`src/rtl/opaddr_pkg.sv`:
```
package opaddr_pkg;

    typedef enum logic [2:0] {
        ST_IDLE,
        ST_EXT_REQ,
        ST_EXT_WAIT,
        ST_FORM,
        ST_IND_REQ,
        ST_IND_WAIT,
        ST_DONE
    } oag_state_t;

    typedef enum logic [1:0] {
        AM_PLAIN   = 2'b00,
        AM_PREDEC  = 2'b01,
        AM_POSTINC = 2'b10,
        AM_RSVD    = 2'b11
    } oag_mode_t;

endpackage

```
`src/rtl/opaddr_stepper.sv`:
```
module opaddr_stepper
    import opaddr_pkg::*;
#(
    parameter int AW = 16
) (
    input  logic [AW-1:0] idx_in,
    input  logic          byte_op,
    input  oag_mode_t     mode,
    output logic [AW-1:0] idx_used,
    output logic [AW-1:0] idx_after,
    output logic          step_en
);
    logic [AW-1:0] step;

    always_comb begin
        step = byte_op ? AW'(1) : AW'(2);
        idx_used  = idx_in;
        idx_after = idx_in;
        step_en   = 1'b0;
        unique case (mode)
            AM_PREDEC: begin
                idx_used  = idx_in - step;
                idx_after = idx_in - step;
                step_en   = 1'b1;
            end
            AM_POSTINC: begin
                idx_after = idx_in + step;
                step_en   = 1'b1;
            end
            default: ;
        endcase
    end

endmodule

```
`src/rtl/opaddr_depth.sv`:
```
module opaddr_depth #(
    parameter int MAX_LEVELS = 16
) (
    input  logic clk,
    input  logic rst_n,
    input  logic clr,
    input  logic inc,
    output logic at_last
);
    localparam int CW = $clog2(MAX_LEVELS + 1);

    logic [CW-1:0] count;

    always_ff @(posedge clk or negedge rst_n) begin
        if (!rst_n)
            count <= '0;
        else if (clr)
            count <= '0;
        else if (inc && count != CW'(MAX_LEVELS))
            count <= count + 1'b1;
    end

    assign at_last = (count == CW'(MAX_LEVELS - 1));

    // the pointer count never passes the limit
    assert_depth_bound_R7: assert property (@(posedge clk) disable iff (!rst_n)
        count <= CW'(MAX_LEVELS));

endmodule

```
`src/rtl/opaddr_gen.sv`:
```
module opaddr_gen
    import opaddr_pkg::*;
#(
    parameter int AW         = 16,
    parameter int NREG       = 8,
    parameter int MAX_LEVELS = 16,
    localparam int RSEL      = $clog2(NREG)
) (
    input  logic            clk,
    input  logic            rst_n,
    input  logic            start,
    input  logic            ext_en,
    input  logic [RSEL-1:0] idx_sel,
    input  logic            ind_en,
    input  logic            byte_op,
    input  logic [1:0]      addr_mode,
    input  logic [AW-1:0]   instr_addr,
    output logic            mem_rd_req,
    output logic [AW-1:0]   mem_rd_addr,
    input  logic [AW-1:0]   mem_rd_data,
    output logic [RSEL-1:0] rf_rd_sel,
    input  logic [AW-1:0]   rf_rd_data,
    output logic            rf_wr_en,
    output logic [RSEL-1:0] rf_wr_sel,
    output logic [AW-1:0]   rf_wr_data,
    output logic            done,
    output logic            trap,
    output logic [AW-1:0]   ea_addr,
    output logic            lane_right,
    output logic [AW-1:0]   idx_new,
    output logic            loop_done
);
    localparam logic [AW-1:0] EXT_OFS = AW'(2);
    localparam logic [AW-1:0] EVEN_MASK = ~AW'(1);

    oag_state_t state, state_nx;

    logic            ext_q, ind_q, byte_q, trap_q;
    logic [RSEL-1:0] xr_q;
    oag_mode_t       mode_q;
    logic [AW-1:0]   pc_q, idx_q, base_q, addr_q;

    logic [AW-1:0] idx_used, idx_after;
    logic          step_en;
    logic          at_last;
    logic          no_addr;
    logic          chain_more;

    assign no_addr    = !ext_en && (idx_sel == '0);
    assign chain_more = !byte_q && mem_rd_data[0];

    opaddr_stepper #(.AW(AW)) u_step (
        .idx_in   (idx_q),
        .byte_op  (byte_q),
        .mode     (mode_q),
        .idx_used (idx_used),
        .idx_after(idx_after),
        .step_en  (step_en)
    );

    opaddr_depth #(.MAX_LEVELS(MAX_LEVELS)) u_depth (
        .clk    (clk),
        .rst_n  (rst_n),
        .clr    (state == ST_IDLE && start),
        .inc    (state == ST_IND_WAIT),
        .at_last(at_last)
    );

    // state register
    always_ff @(posedge clk or negedge rst_n) begin
        if (!rst_n) state <= ST_IDLE;
        else        state <= state_nx;
    end

    // next-state selection
    always_comb begin
        state_nx = state;
        unique case (state)
            ST_IDLE: begin
                if (start) begin
                    if (no_addr)     state_nx = ST_DONE;
                    else if (ext_en) state_nx = ST_EXT_REQ;
                    else             state_nx = ST_FORM;
                end
            end
            ST_EXT_REQ:  state_nx = ST_EXT_WAIT;
            ST_EXT_WAIT: state_nx = ST_FORM;
            ST_FORM:     state_nx = ind_q ? ST_IND_REQ : ST_DONE;
            ST_IND_REQ:  state_nx = ST_IND_WAIT;
            ST_IND_WAIT: begin
                if (chain_more && !at_last) state_nx = ST_IND_REQ;
                else                        state_nx = ST_DONE;
            end
            ST_DONE:     state_nx = ST_IDLE;
            default:     state_nx = ST_IDLE;
        endcase
    end

    // datapath registers
    always_ff @(posedge clk or negedge rst_n) begin
        if (!rst_n) begin
            ext_q  <= 1'b0;
            ind_q  <= 1'b0;
            byte_q <= 1'b0;
            trap_q <= 1'b0;
            xr_q   <= '0;
            mode_q <= AM_PLAIN;
            pc_q   <= '0;
            idx_q  <= '0;
            base_q <= '0;
            addr_q <= '0;
        end else begin
            unique case (state)
                ST_IDLE: begin
                    if (start) begin
                        ext_q  <= ext_en;
                        ind_q  <= ind_en;
                        byte_q <= byte_op;
                        trap_q <= no_addr;
                        xr_q   <= idx_sel;
                        mode_q <= oag_mode_t'(addr_mode);
                        pc_q   <= instr_addr;
                        idx_q  <= rf_rd_data;
                        base_q <= '0;
                    end
                end
                ST_EXT_WAIT: base_q <= mem_rd_data;
                ST_FORM: begin
                    if (xr_q != '0) addr_q <= base_q + idx_used;
                    else            addr_q <= base_q;
                end
                ST_IND_WAIT: begin
                    addr_q <= mem_rd_data;
                    if (chain_more && at_last) trap_q <= 1'b1;
                end
                default: ;
            endcase
        end
    end

    // outputs
    always_comb begin
        mem_rd_req  = 1'b0;
        mem_rd_addr = '0;
        done        = 1'b0;
        unique case (state)
            ST_EXT_REQ: begin
                mem_rd_req  = 1'b1;
                mem_rd_addr = (pc_q + EXT_OFS) & EVEN_MASK;
            end
            ST_IND_REQ: begin
                mem_rd_req  = 1'b1;
                mem_rd_addr = addr_q & EVEN_MASK;
            end
            ST_DONE: done = 1'b1;
            default: ;
        endcase
        rf_rd_sel  = (state == ST_IDLE) ? idx_sel : xr_q;
        trap       = done && trap_q;
        rf_wr_en   = done && !trap_q && step_en;
        rf_wr_sel  = xr_q;
        rf_wr_data = idx_after;
        idx_new    = idx_after;
        loop_done  = rf_wr_en && (idx_after == '0);
        ea_addr    = byte_q ? addr_q : (addr_q & EVEN_MASK);
        lane_right = byte_q && addr_q[0];
    end

    // completion is a single-cycle pulse
    assert_done_pulse_R10: assert property (@(posedge clk) disable iff (!rst_n)
        done |=> !done);

    // every memory fetch is word aligned
    assert_fetch_even_R5: assert property (@(posedge clk) disable iff (!rst_n)
        mem_rd_req |-> !mem_rd_addr[0]);

    // a trapped operation writes no register
    assert_trap_nowb_R4: assert property (@(posedge clk) disable iff (!rst_n)
        (done && trap) |-> !rf_wr_en);

    // a request with no address source traps in the next cycle
    assert_noaddr_trap_R4: assert property (@(posedge clk) disable iff (!rst_n)
        (state == ST_IDLE && start && !ext_en && idx_sel == '0) |=> (done && trap));

    // word results are even and select no byte lane
    assert_word_even_R8: assert property (@(posedge clk) disable iff (!rst_n)
        (done && !trap && !byte_q) |-> (!ea_addr[0] && !lane_right));

    // loop-complete only with a zero written back
    assert_loop_zero_R9: assert property (@(posedge clk) disable iff (!rst_n)
        loop_done |-> (rf_wr_en && rf_wr_data == '0));

    // write-back only in the completion cycle
    assert_wb_at_done_R10: assert property (@(posedge clk) disable iff (!rst_n)
        rf_wr_en |-> done);

endmodule

```
`config.mk`:
```
export PLATFORM = sky130hd
export DESIGN_NAME = opaddr_gen
export DESIGN_NICKNAME = d
export VERILOG_FILES = /design/src/rtl/opaddr_pkg.sv /design/src/rtl/opaddr_stepper.sv /design/src/rtl/opaddr_depth.sv /design/src/rtl/opaddr_gen.sv
export SDC_FILE = /design/constraint.sdc
export NUM_CORES = 1
export LEC_CHECK = 0
export ABC_AREA = 1
export BUFFER_PORTS_ARGS = -buffer_cell sky130_fd_sc_hd__buf_2
export CORE_ASPECT_RATIO = 0.9
export CORE_MARGIN = 2
export CORE_UTILIZATION = 56
export CTS_CLUSTER_SIZE = 30
export DETAILED_ROUTE_END_ITERATION = 10
export PLACE_DENSITY_LB_ADDON = 0.25
export SETUP_SLACK_MARGIN = 0.4
export SLEW_MARGIN = 20
export SYNTH_ARGS = -nofsm -noshare
export SYNTH_HDL_FRONTEND = slang
export SYNTH_SLANG_ARGS = --single-unit
```
`constraint.sdc`:
```
create_clock -name clk -period 3.6 [get_ports clk]
set_input_delay 0.72 -clock clk [delete_from_list [all_inputs] [get_ports clk]]
set_output_delay 0.72 -clock clk [all_outputs]
set_load 0.05 [all_outputs]
```
==> metrics <==
ranking of synthesized cells by area=dfrtp_1 (30%), nand2_1 (17%), nand3_1 (8.2%), o21ai_0 (7.2%), inv_1 (7.1%); Storage cell area=1980 um2; full die area=12500 um2; synth unique cells=43; share of cells above drive strength 1=0.267; worst hold path type=input pin to async pin; wire per inst=14.5 um; total of max-cap violations=0; total CTS buffers=9; Final HPWL DP=13200 um; CP Class=register to primary output; Starting Density=0.571; Synth warnings=0; Max Freq=0.294 GHz; Primary FF master, synth=dfrtp_1; clk_lat worst skew=0.35 ns; hold violation count in the final report=0; Critical Path AT=2.69 ns; Final Instance Area=7980 um2; TNS Setup=0 ns; synthesized area=6500 um2; fill count=997; routing usage on met3=0.0558; critical path startpoint category=register; number of synthesized flops with an enable pin=0; chip width=118 um; Root Driver=clkbuf_16; cells after synthesis=994; post-synth top area share=0.304; period utilization=0.946; top post-synthesis cells by count=nand2_1 (289), inv_1 (123), nand3_1 (107); asr flop ratio synth=1.00; GR peak layer=met2; Die H=106 um; worst r2r path cells=22; CTS sink count=79; row cnt=37; Max Slew Vio Count=0; final setup vio count=0; grt ovf=0; area of the multi-input gates=3860 um2; GR Util All Layers=0.292; Via density=5.41; vias in the first global route=6186; Area Growth Syn to Fin=22.7%; Antenna Cells=0; Nets=1199; 1st-pass router iterations=5; Synth Net Count=1081; Fin Clk Skew=0.00968 ns; Clock Pin Slew Worst Setup and Hold Paths=0.06 ns; max_slew headroom=0.438; Final GP Congestion=0.942; DRC Markers=0; largest net degree at the start of global routing=34; core footprint=11400 um2; sequential fraction of the synthesis area=0.304; htree depth=3; unrepaired setup endpoints after global routing=yes; number of synthesized register bits=79; CP Capture Type=primary output; io pins=135; Post-Route WL=18500 um; M1 GR Usage=0.401; initial antenna violation count=0; status=finished clean; Worst Max-Slew Pin Slew=0.842 ns; Area after DPL=7080 um2; count leader, synth=nand2_1; vias=6882; CTS tree=done; fin crit period=3.41 ns; DRT antenna net count=0; maximum clock insertion buffer count=2; met2 Use GR=0.475; first-pass GRT wire length=29500 um; count of input and output buffers=132; syn avg cell area=6.54 um2; Synth area leader=dfrtp_1; CP max FO=4; DR iter-0 viols=525; CP required=2.88 ns
[metrics by stage]
stage	setup slack, ns	util	hold WS [ns]	instances
after floorplan	0.409	-	0.424	994
after global placement	0.195	0.621	0.466	1229
after detailed placement	0.168	0.621	0.471	1229
after CTS	0.213	0.674	0.315	1261
after global routing	0.0265	0.701	0.332	1273
final	0.194	0.701	0.303	1273
[critical path, stage by stage, from the launching register on]
cell,delay [ns]
dfrtp_1,0.38
buf_6,0.12
ha_4,0.13
inv_2,0.04
fa_2,0.44
inv_4,0.10
nand2_1,0.07
nand3_2,0.10
nand3_2,0.07
nand2_2,0.10
nand2_2,0.06
nor2_2,0.08
nand3_1,0.08
nor2_2,0.13
nand4_1,0.15
nor2_4,0.14
buf_6,0.16
[sequential cells by signal, indices dropped and copies added, names as in the netlist]
name / flops
base_q: 16
idx_q: 16
state: 3
trap_q: 1
rf_wr_sel: 3
mode_q: 2
byte_q: 1
ind_q: 1
addr_q: 16
pc_q: 15
u_depth.count: 5
[per-layer routing]
| layer | vias up | wire [um] |
|---|---|---|
| met2 | 247 | 8790 |
| met1 | 3183 | 8270 |
| li1 | 3421 | - |
| met4 | 0 | 300 |
| met5 | - | 0 |
| met3 | 31 | 1150 |
[what timing repair did]
action	4_1_cts	5_1_grt
endpoints found under the hold margin	0	0
hold buffers	0	0
pin swaps	18	29
buffers inserted	16	12
gates resized for setup	42	72
endpoints found under the setup margin	31	39
[cell usage in the layout (no fill, tap or decap), drive strengths merged, types with 7 or more instances in the layout]
| cell type | n |
|---|---|
| inv | 130 |
| nand2 | 301 |
| nor2 | 80 |
| a21oi | 20 |
| ha | 25 |
| o22ai | 12 |
| buf | 170 |
| clkbuf | 18 |
| nand4 | 12 |
| dfrtp | 79 |
| o211ai | 7 |
| nor3 | 10 |
| o21ai | 96 |
| nand3 | 108 |
[final timing paths]
path	slack (ns)	endpoint	startpoint
setup / recovery	0.19	loop_done	idx_q[0]
hold / removal	0.30	pc_q[1]	rst_n
setup reg to reg	0.36	addr_q[15]	byte_q
hold reg to reg	0.49	ind_q	ind_q
max in group asynchronous	2.52	addr_q[10]	rst_n
min in group clk	0.49	ind_q	ind_q
[final cells by class]
type / instances / area share
multi-input cells: 714 / 0.484
flip-flops and latches: 79 / 0.248
repair buffers: 176 / 0.138
inverters: 132 / 0.0627
clock buffers: 12 / 0.0334
well taps: 156 / 0.0245
clock inverters: 4 / 0.00957
[cell families after synthesis]
family,after synthesis,share of synthesized area
fa+ha+maj,28,0.0574
simple gates,523,0.355
xor+xnor,8,0.0108
compound gates,154,0.132
other cells,1,0.000577
buf+inv,201,0.141
flops,79,0.304
Power is left out: the tool's default activity adds up to more than one toggle a clock period on the data nets, which glitch-free logic cannot reach.
